==> src/rtl/dbg_tap_pkg.sv <==
package dbg_tap_pkg;

  localparam int IR_W  = 5;
  localparam int SEL_W = 5;

  localparam logic [IR_W-1:0] INS_EXTEST = 5'h00;
  localparam logic [IR_W-1:0] INS_SCANN  = 5'h02;
  localparam logic [IR_W-1:0] INS_INTEST = 5'h0C;
  localparam logic [IR_W-1:0] INS_ITRSEL = 5'h1D;
  localparam logic [IR_W-1:0] INS_IDCODE = 5'h1E;
  localparam logic [IR_W-1:0] INS_BYPASS = 5'h1F;

  localparam logic [IR_W-1:0]  IR_CAPTURE  = 5'b00001;
  localparam logic [SEL_W-1:0] SEL_MARKER  = 5'b10000;
  localparam logic [SEL_W-1:0] CHAIN_INSTR = 5'd4;
  localparam logic [SEL_W-1:0] CHAIN_DATA  = 5'd5;

  typedef enum logic [3:0] {
    ST_TLR, ST_RTI, ST_SELDR, ST_CAPDR, ST_SHDR, ST_EX1DR, ST_PSDR, ST_EX2DR,
    ST_UPDR, ST_SELIR, ST_CAPIR, ST_SHIR, ST_EX1IR, ST_PSIR, ST_EX2IR, ST_UPIR
  } tapState_e;

  typedef enum logic [1:0] { DP_SEL, DP_ID, DP_BYP, DP_CHAIN } drPath_e;

  typedef struct packed {
    logic tlr;
    logic captureIr;
    logic shiftIr;
    logic updateIr;
    logic captureDr;
    logic shiftDr;
    logic updateDr;
    logic rtiEntry;
  } tapStrobe_t;

endpackage

==> src/rtl/tap_ctrl.sv <==
module tap_ctrl
  import dbg_tap_pkg::*;
(
  input  logic       tck,
  input  logic       trstN,
  input  logic       tms,
  output tapStrobe_t strb
);

  tapState_e state, nextState, lastState;

  always_comb begin
    nextState = state;
    unique case (state)
      ST_TLR:   nextState = tms ? ST_TLR   : ST_RTI;
      ST_RTI:   nextState = tms ? ST_SELDR : ST_RTI;
      ST_SELDR: nextState = tms ? ST_SELIR : ST_CAPDR;
      ST_CAPDR: nextState = tms ? ST_EX1DR : ST_SHDR;
      ST_SHDR:  nextState = tms ? ST_EX1DR : ST_SHDR;
      ST_EX1DR: nextState = tms ? ST_UPDR  : ST_PSDR;
      ST_PSDR:  nextState = tms ? ST_EX2DR : ST_PSDR;
      ST_EX2DR: nextState = tms ? ST_UPDR  : ST_SHDR;
      ST_UPDR:  nextState = tms ? ST_SELDR : ST_RTI;
      ST_SELIR: nextState = tms ? ST_TLR   : ST_CAPIR;
      ST_CAPIR: nextState = tms ? ST_EX1IR : ST_SHIR;
      ST_SHIR:  nextState = tms ? ST_EX1IR : ST_SHIR;
      ST_EX1IR: nextState = tms ? ST_UPIR  : ST_PSIR;
      ST_PSIR:  nextState = tms ? ST_EX2IR : ST_PSIR;
      ST_EX2IR: nextState = tms ? ST_UPIR  : ST_SHIR;
      ST_UPIR:  nextState = tms ? ST_SELDR : ST_RTI;
      default:  nextState = ST_TLR;
    endcase
  end

  always_ff @(posedge tck or negedge trstN) begin
    if (!trstN) begin
      state     <= ST_TLR;
      lastState <= ST_TLR;
    end else begin
      state     <= nextState;
      lastState <= state;
    end
  end

  always_comb begin
    strb.tlr       = (state == ST_TLR);
    strb.captureIr = (state == ST_CAPIR);
    strb.shiftIr   = (state == ST_SHIR);
    strb.updateIr  = (state == ST_UPIR);
    strb.captureDr = (state == ST_CAPDR);
    strb.shiftDr   = (state == ST_SHDR);
    strb.updateDr  = (state == ST_UPDR);
    strb.rtiEntry  = (state == ST_RTI) && (lastState != ST_RTI);
  end

  // five TMS-high edges always land in Test-Logic-Reset
  a_r2_tms_reset: assert property (@(posedge tck) disable iff (!trstN)
    (tms && $past(tms, 1) && $past(tms, 2) && $past(tms, 3) && $past(tms, 4))
      |=> (state == ST_TLR));

endmodule

==> src/rtl/tap_dp.sv <==
module tap_dp
  import dbg_tap_pkg::*;
#(
  parameter int          NUM_CHAINS = 8,
  parameter int          STUB_W     = 8,
  parameter logic [31:0] ID_VALUE   = 32'h0A53_C0DF
) (
  input  logic             tck,
  input  logic             trstN,
  input  logic             tdi,
  input  tapStrobe_t       strb,
  output logic             tdo,
  output logic             tdoEn,
  output logic [SEL_W-1:0] activeChain,
  output logic [IR_W-1:0]  curInstr,
  output logic             execStrobe
);

  localparam int CIDX_W = (NUM_CHAINS > 1) ? $clog2(NUM_CHAINS) : 1;

  logic [IR_W-1:0]  irShift, irReg;
  logic [SEL_W-1:0] selShift, selReg;
  logic [31:0]      idShift;
  logic             bypassBit;
  logic [STUB_W-1:0] stubReg [NUM_CHAINS];
  logic [NUM_CHAINS-1:0] stubLsb;
  logic             chainValid;
  logic [CIDX_W-1:0] chainIdx;
  drPath_e          drPath;
  logic             drOut;

  assign activeChain = (irReg == INS_ITRSEL) ? CHAIN_INSTR : selReg;
  assign curInstr    = irReg;
  assign chainValid  = (32'(activeChain) < NUM_CHAINS);
  assign chainIdx    = activeChain[CIDX_W-1:0];

  always_comb begin
    unique case (irReg)
      INS_SCANN:  drPath = DP_SEL;
      INS_IDCODE: drPath = DP_ID;
      INS_INTEST, INS_EXTEST, INS_ITRSEL:
                  drPath = chainValid ? DP_CHAIN : DP_BYP;
      default:    drPath = DP_BYP;
    endcase
  end

  always_ff @(posedge tck or negedge trstN) begin
    if (!trstN) begin
      irShift   <= '0;
      irReg     <= INS_IDCODE;
      selShift  <= '0;
      selReg    <= '0;
      idShift   <= '0;
      bypassBit <= 1'b0;
    end else begin
      if (strb.tlr) begin
        irReg  <= INS_IDCODE;
        selReg <= '0;
      end
      if (strb.captureIr) irShift <= IR_CAPTURE;
      if (strb.shiftIr)   irShift <= {tdi, irShift[IR_W-1:1]};
      if (strb.updateIr)  irReg   <= irShift;
      if (strb.captureDr) begin
        if (drPath == DP_SEL) selShift  <= SEL_MARKER;
        if (drPath == DP_ID)  idShift   <= ID_VALUE;
        if (drPath == DP_BYP) bypassBit <= 1'b0;
      end
      if (strb.shiftDr) begin
        if (drPath == DP_SEL) selShift  <= {tdi, selShift[SEL_W-1:1]};
        if (drPath == DP_ID)  idShift   <= {tdi, idShift[31:1]};
        if (drPath == DP_BYP) bypassBit <= tdi;
      end
      if (strb.updateDr && drPath == DP_SEL) selReg <= selShift;
    end
  end

  for (genvar g = 0; g < NUM_CHAINS; g++) begin : g_stub
    always_ff @(posedge tck or negedge trstN) begin
      if (!trstN)
        stubReg[g] <= '0;
      else if (strb.shiftDr && drPath == DP_CHAIN && 32'(chainIdx) == g)
        stubReg[g] <= {tdi, stubReg[g][STUB_W-1:1]};
    end
    assign stubLsb[g] = stubReg[g][0];
  end

  always_comb begin
    unique case (drPath)
      DP_SEL:   drOut = selShift[0];
      DP_ID:    drOut = idShift[0];
      DP_CHAIN: drOut = stubLsb[chainIdx];
      default:  drOut = bypassBit;
    endcase
  end

  always_ff @(negedge tck or negedge trstN) begin
    if (!trstN) begin
      tdo   <= 1'b0;
      tdoEn <= 1'b0;
    end else begin
      tdoEn <= strb.shiftIr | strb.shiftDr;
      tdo   <= strb.shiftIr ? irShift[0] : (strb.shiftDr ? drOut : 1'b0);
    end
  end

  assign execStrobe = strb.rtiEntry
                    && (activeChain == CHAIN_INSTR || activeChain == CHAIN_DATA)
                    && (irReg == INS_INTEST || irReg == INS_EXTEST);

  // the stored selection moves only through Update-DR or a TAP reset
  a_r5_sel_update_only: assert property (@(posedge tck) disable iff (!trstN)
    (!(strb.updateDr && drPath == DP_SEL) && !strb.tlr) |=> $stable(selReg));

  // capture always presents the link marker
  a_r4_capture_marker: assert property (@(posedge tck) disable iff (!trstN)
    (strb.captureDr && drPath == DP_SEL) |=> (selShift == SEL_MARKER));

  // the execute request never lasts two cycles
  a_r7_exec_once: assert property (@(posedge tck) disable iff (!trstN)
    execStrobe |=> !execStrobe);

  // after a TAP reset cycle the IR holds IDCODE
  a_r1_reset_idcode: assert property (@(posedge tck) disable iff (!trstN)
    strb.tlr |=> (curInstr == INS_IDCODE && activeChain == '0));

endmodule

==> src/rtl/dbg_tap_top.sv <==
module dbg_tap_top
  import dbg_tap_pkg::*;
#(
  parameter int          NUM_CHAINS = 8,
  parameter int          STUB_W     = 8,
  parameter logic [31:0] ID_VALUE   = 32'h0A53_C0DF
) (
  input  logic       tck,
  input  logic       trstN,
  input  logic       tms,
  input  logic       tdi,
  output logic       tdo,
  output logic       tdoEn,
  output logic [4:0] activeChain,
  output logic [4:0] curInstr,
  output logic       idleEntry,
  output logic       execStrobe
);

  tapStrobe_t strb;

  tap_ctrl u_ctrl (
    .tck   (tck),
    .trstN (trstN),
    .tms   (tms),
    .strb  (strb)
  );

  tap_dp #(
    .NUM_CHAINS (NUM_CHAINS),
    .STUB_W     (STUB_W),
    .ID_VALUE   (ID_VALUE)
  ) u_dp (
    .tck         (tck),
    .trstN       (trstN),
    .tdi         (tdi),
    .strb        (strb),
    .tdo         (tdo),
    .tdoEn       (tdoEn),
    .activeChain (activeChain),
    .curInstr    (curInstr),
    .execStrobe  (execStrobe)
  );

  assign idleEntry = strb.rtiEntry;

endmodule

==> config.mk <==
export PLATFORM = sky130hd
export DESIGN_NAME = dbg_tap_top
export DESIGN_NICKNAME = d
export VERILOG_FILES = /design/src/rtl/dbg_tap_pkg.sv /design/src/rtl/tap_ctrl.sv /design/src/rtl/tap_dp.sv /design/src/rtl/dbg_tap_top.sv
export SDC_FILE = /design/constraint.sdc
export NUM_CORES = 1
export LEC_CHECK = 0
export ABC_AREA = 1
export BUFFER_PORTS_ARGS = -buffer_cell sky130_fd_sc_hd__buf_4
export CAP_MARGIN = 15
export CORE_ASPECT_RATIO = 1.2
export CORE_MARGIN = 2
export CORE_UTILIZATION = 61
export CTS_CLUSTER_DIAMETER = 150
export DETAILED_ROUTE_END_ITERATION = 12
export HOLD_SLACK_MARGIN = 0.05
export PLACE_DENSITY = 0.77
export SLEW_MARGIN = 10
export SYNTH_ARGS = -nofsm -noshare
export SYNTH_HDL_FRONTEND = slang
export SYNTH_SLANG_ARGS = --single-unit
==> constraint.sdc <==
create_clock -name tck -period 2.4 [get_ports tck]
set_clock_uncertainty 0.1 [all_clocks]
set_input_delay 0.12 -clock tck [delete_from_list [all_inputs] [get_ports tck]]
set_output_delay 0.12 -clock tck [all_outputs]
set_load 0.005 [all_outputs]
; ---- After elaboration in Yosys (flattened, before gate mapping)
; Index checks and enable logic that the tools add are counted.
[op_classes]
n_bitwise = 1
order_cmp = 2
n_eq_ne = 32
reduce_logical = 26
muxes = 39
[ops]
columns = cell, count
row1 = 2-to-1 mux 32 bit, 4
row2 = 2-to-1 mux 5 bit, 11
row3 = case mux 4 bit (12 select lines), 1
row4 = == test 4 bit (second input constant), 8
row5 = == test 4 x 3 -> 1 bit (second input constant), 4
row6 = 2-to-1 mux 4 bit, 4
row7 = logical AND 1 bit, 13
row8 = == test 3 bit (second input constant), 4
row9 = 2-to-1 mux 1 bit, 11
row10 = == test 5 x 3 -> 1 bit (second input constant), 2
row11 = == test 5 bit (second input constant), 2
row12 = == test 4 x 2 -> 1 bit (second input constant), 2
row13 = == test 3 x 2 -> 1 bit (second input constant), 2
row14 = 2-to-1 mux 2 bit, 3
row15 = 2-to-1 mux 3 bit, 2
row16 = case mux 2 bit (3 select lines), 1
row17 = nonzero test 2 bit, 3
row18 = OR reduction 3 bit, 2
row19 = == test 5 x 2 -> 1 bit (second input constant), 1
row20 = == test 5 x 4 -> 1 bit (second input constant), 1
row21 = zero test 5 bit, 1
row22 = less-than comparator 5 x 4 -> 1 bit (second input constant), 1
row23 = == test 2 bit (second input constant), 2
row24 = == test 4 x 1 -> 1 bit (second input constant), 1
row25 = other kinds (12), 14
[totals]
reg_bits = 127
in_bits = 4

; ---- Longest topological paths before layout
[logic_depth]
depth_word = 10
depth_mapped = 13
ltp_nobuf = 13

; ---- Modules after synthesis
; From an unflattened synthesis, not the netlist that was laid out.
[unflattened]
cells_unflattened = 592
area_unflattened_um2 = 5696.7
[by_module_without_submodules]
columns = module, cells_per_inst, instances, area_per_inst_um2
row1 = tap_dp, 518, 1, 5201.2
row2 = tap_ctrl, 74, 1, 495.5

==> results.md <==
STA:
- At the pin with the least slew margin, the transition time is 748 ps.
- The number of max-slew violations in the final report was 0.
- After layout, the worst setup slack is -704 ps.
- The final hold violation count is 0.
- Setup violations remaining at the end of the flow were counted as 2.
- The worst hold margin is 62.5 ps.
- The worst slew margin relative to its limit is 50.1%.
- The aggregate negative setup slack is -836 ps.
- Setup repair after global routing could not meet its margin everywhere.

Global routing:
- The maximum number of pins on one net before global-route repair is 88.
- The first global-routing pass estimated between 20 and 25 mm of wire.
- The global router's overall resource usage is between 20% and 30%.
- Summed over all layers, the global routing overflow is 0.
- The via count of the first global-routing pass is 4,312.
- The number of antenna violations at the first check in global routing came to 0.

Floorplanning:
- For this configuration, the core starts out at a cell density of 62.3%.
- The placeable core region is ~8900 um^2.
- The die covers 9910 um^2.
- The floorplan die height is 109 um.
- The die width is ~90 um.
- The number of placement rows is 38.
- During I/O placement, the number of pins put on the boundary was 18.

Synth:
- The average size of a mapped cell is about 9.4 um^2.
- The synthesized net count is 596.
- In this run, synthesis produced a sequential element count of 127.
- Synthesis produced a netlist whose cell count is 592.
- The number of distinct library cells after synthesis is 37.
- The synthesis warning total is 0.
- After synthesis, flip-flops and latches occupy 57.2% of the total area.
- Summing every instance area after synthesis gives 5570 um^2.

Layout:
- After the last flow step, the layout net total stands at 675.
- The share of post-route cells with drive strength above 1 is 25.6%.
- In the final layout, the multi-input gates occupy 2030 um^2.
- The storage element area is 3180 um^2.
- 0 antenna diodes ended up in the layout.
- The number of fillers in the final layout is 557.
- The post-layout utilization of the core is 77.4%.
- The synthesis-to-finish area growth is 24.2%.

Setup path:
- The data required time of the critical path is between 1000 and 1500 ps.
- The worst setup path is launched from a flop.
- The worst setup path is captured at a flop.
- The signal arrival time at the worst endpoint is 2100 ps.
- By startpoint and endpoint, the worst setup path is classified as reg2reg.
- In this run the worst path has a maximum fanout of 4.

Outcome:
- The flow ran to the end, but the final reports show violations.
- The checks that failed: negative setup slack.

Route:
- The detail-routed net length per standard cell is around 16 um.
- The pre-antenna-repair detailed-routing pass consisted of 5 iterations.
- For this block, the initial DRC count from the detailed router was 257.
- Summing over every cut layer, the via total after detailed routing is about 4,300.
- The via-per-instance ratio is 5.41.
- The count of unresolved DRC violations after routing is 0.
- The total wire length is 12.5 mm.
- The detail route stage leaves a number of antenna-violating nets equal to 0.

Power:
- Power spread over the standard cell area amounts to 960 nW/um^2.
- The leakage power is 3.45 nW.
- The highest ir drop seen on vdd is 715 uV.
- The design draws approximately 6.6 mW.

Placed design:
- The number of I/O port buffers is 17.
- Once detailed placement completed, the half-perimeter wirelength came to 7.50 mm.
- The final RePlAce weighted congestion is 0.990.

Clock network:
- The number of CTS-inserted buffers is 17.
- In this run the deepest clock path goes through 2 buffers.
- The clock sink total is between 100 and 150.
- The H-tree was split into 4 levels.
- The worst-skew pair later-pin latency is 530 ps.
- The cell sitting at the root of the clock tree is a sky130_fd_sc_hd__clkbuf_8.
- After clock tree synthesis, the clock-pin slew on the worst setup and hold paths is 50 ps.
- The CTS tree is done.

Flow run:
- Max-cap violations in this run came to 0.

Min path:
- The type of the most critical hold path is in2async.
[registers in the layout, summed over array words and instances, names as in the netlist, 5 cells and up]
| register | flops |
|---|---|
| u_dp.stubReg | 56 |
| u_dp.idShift | 32 |
| u_dp.stubLsb | 8 |
| u_dp.irShift | 5 |
| u_dp.selShift | 5 |
| u_dp.curInstr | 5 |
| u_dp.selReg | 5 |
[power by group]
group	switching [mW]	internal [mW]
Sequential	0.190	2.53
Combinational	0.943	0.575
Clock	0.885	1.52
Total	2.02	4.63
[cell usage after synthesis]
master	instances	area share [%]
sky130_fd_sc_hd__nor3_1	1	0.090
sky130_fd_sc_hd__inv_1	100	6.7
sky130_fd_sc_hd__o21ai_0	25	2.2
sky130_fd_sc_hd__buf_2	4	0.36
sky130_fd_sc_hd__o31ai_1	1	0.13
sky130_fd_sc_hd__nor2_2	3	0.34
sky130_fd_sc_hd__dfrtp_1	121	54
sky130_fd_sc_hd__dfrtn_1	2	0.90
sky130_fd_sc_hd__o21ai_1	20	1.8
sky130_fd_sc_hd__nor4_1	1	0.11
sky130_fd_sc_hd__nand3b_1	3	0.40
sky130_fd_sc_hd__a31oi_1	1	0.11
sky130_fd_sc_hd__nor2_8	5	1.8
sky130_fd_sc_hd__nor2_1	24	1.6
sky130_fd_sc_hd__nor2_4	5	1.0
sky130_fd_sc_hd__nand2_4	2	0.40
sky130_fd_sc_hd__o22ai_1	36	4.0
sky130_fd_sc_hd__nand3_2	1	0.18
sky130_fd_sc_hd__nand2_2	6	0.67
sky130_fd_sc_hd__o21bai_2	1	0.20
sky130_fd_sc_hd__o2111ai_1	3	0.47
sky130_fd_sc_hd__nand3_1	42	3.8
sky130_fd_sc_hd__o21ai_2	17	2.7
sky130_fd_sc_hd__nand3_4	2	0.63
sky130_fd_sc_hd__dfstp_2	4	1.9
sky130_fd_sc_hd__nor4b_1	1	0.16
sky130_fd_sc_hd__o22a_1	2	0.31
sky130_fd_sc_hd__a221oi_1	1	0.16
sky130_fd_sc_hd__and3_1	1	0.11
sky130_fd_sc_hd__nand2_1	133	9.0
sky130_fd_sc_hd__buf_6	6	1.2
sky130_fd_sc_hd__clkbuf_1	4	0.27
sky130_fd_sc_hd__o211ai_1	1	0.13
sky130_fd_sc_hd__inv_2	5	0.34
sky130_fd_sc_hd__a21oi_1	5	0.45
sky130_fd_sc_hd__buf_4	1	0.13
sky130_fd_sc_hd__nand4_4	2	0.76
[per-stage QoR]
step | setup slack, ps | std cells | area [um^2]
CTS | -649 | 799 | 6740
floorplan | -516 | 592 | 5600
detailed placement | -587 | 764 | 6140
global placement | -492 | 764 | 6140
finish | -704 | 804 | 6920
global route | -833 | 804 | 6920
[kinds of logic after synthesis]
| group | Yosys count | share of synthesized area (%) |
|---|---|---|
| AO/OA/AOI/OAI | 113 | 12.7 |
| buffers and inverters | 120 | 9.06 |
| AND/OR/NAND/NOR | 232 | 21.0 |
| flip-flops | 127 | 57.2 |
[layout by cell type (no fill, tap or decap), types with 7 or more instances in the layout]
cell type / n
sky130_fd_sc_hd__buf_4: 69
sky130_fd_sc_hd__clkbuf_16: 16
sky130_fd_sc_hd__dfrtp_1: 120
sky130_fd_sc_hd__inv_1: 100
sky130_fd_sc_hd__nand2_1: 124
sky130_fd_sc_hd__nand2_2: 11
sky130_fd_sc_hd__nand3_1: 35
sky130_fd_sc_hd__nor2_1: 18
sky130_fd_sc_hd__nor2_2: 7
sky130_fd_sc_hd__nor2_4: 7
sky130_fd_sc_hd__o21ai_0: 23
sky130_fd_sc_hd__o21ai_1: 22
sky130_fd_sc_hd__o21ai_2: 17
sky130_fd_sc_hd__o22ai_1: 36
[path summary, 6_finish.rpt]
check                            startpoint             endpoint  slack [ps]  depth (start not counted)
max                        u_dp.curInstr[3]             u_dp.tdo        -700                         11
min                                   trstN      u_dp.irShift[2]          60                          3
max reg2reg                u_dp.curInstr[3]             u_dp.tdo        -700                         11
min reg2reg                 u_ctrl.state[3]  u_ctrl.lastState[3]         370                          0
max in group asynchronous             trstN             u_dp.tdo        1080                          2
min in group tck                        tdi     u_dp.selShift[4]         300                          4
[cell type report]
type | instances | area share [%]
Sequential cell | 127 | 46.0
Multi-Input combinational cell | 345 | 29.3
Timing Repair Buffer | 75 | 8.77
Clock buffer | 25 | 6.71
Inverter | 105 | 5.70
Tap cell | 120 | 2.17
Clock inverter | 7 | 1.27
[metal layers]
metal  track usage (%)  vias up  wire [um]
met5                 0        -          0
met4              11.9        0        379
met3              8.22       36        483
met2              45.5      108       6580
met1              32.4     2131       5030
li1                  -     2071          -
[timing repair]
action,4_1_cts,5_1_grt
setup endpoints to repair,2,24
buffers inserted,0,5
hold buffers,3,0
endpoints found under the hold margin,126,0
resized for setup,6,27
pin swaps,4,12
[critical path, cell delays in order (launching register included)]
cell	delay, ps
sky130_fd_sc_hd__dfstp_2	570
sky130_fd_sc_hd__nand3_4	130
sky130_fd_sc_hd__nor2_8	200
sky130_fd_sc_hd__nor2_4	60
sky130_fd_sc_hd__nor2_4	130
sky130_fd_sc_hd__nand2_4	80
sky130_fd_sc_hd__nand3_2	90
sky130_fd_sc_hd__nand2_2	80
sky130_fd_sc_hd__nor2_2	100
sky130_fd_sc_hd__nand2_1	50
sky130_fd_sc_hd__nand2_1	50
sky130_fd_sc_hd__nand2_1	40
No activity file was read; power rests on OpenSTA's default activity.
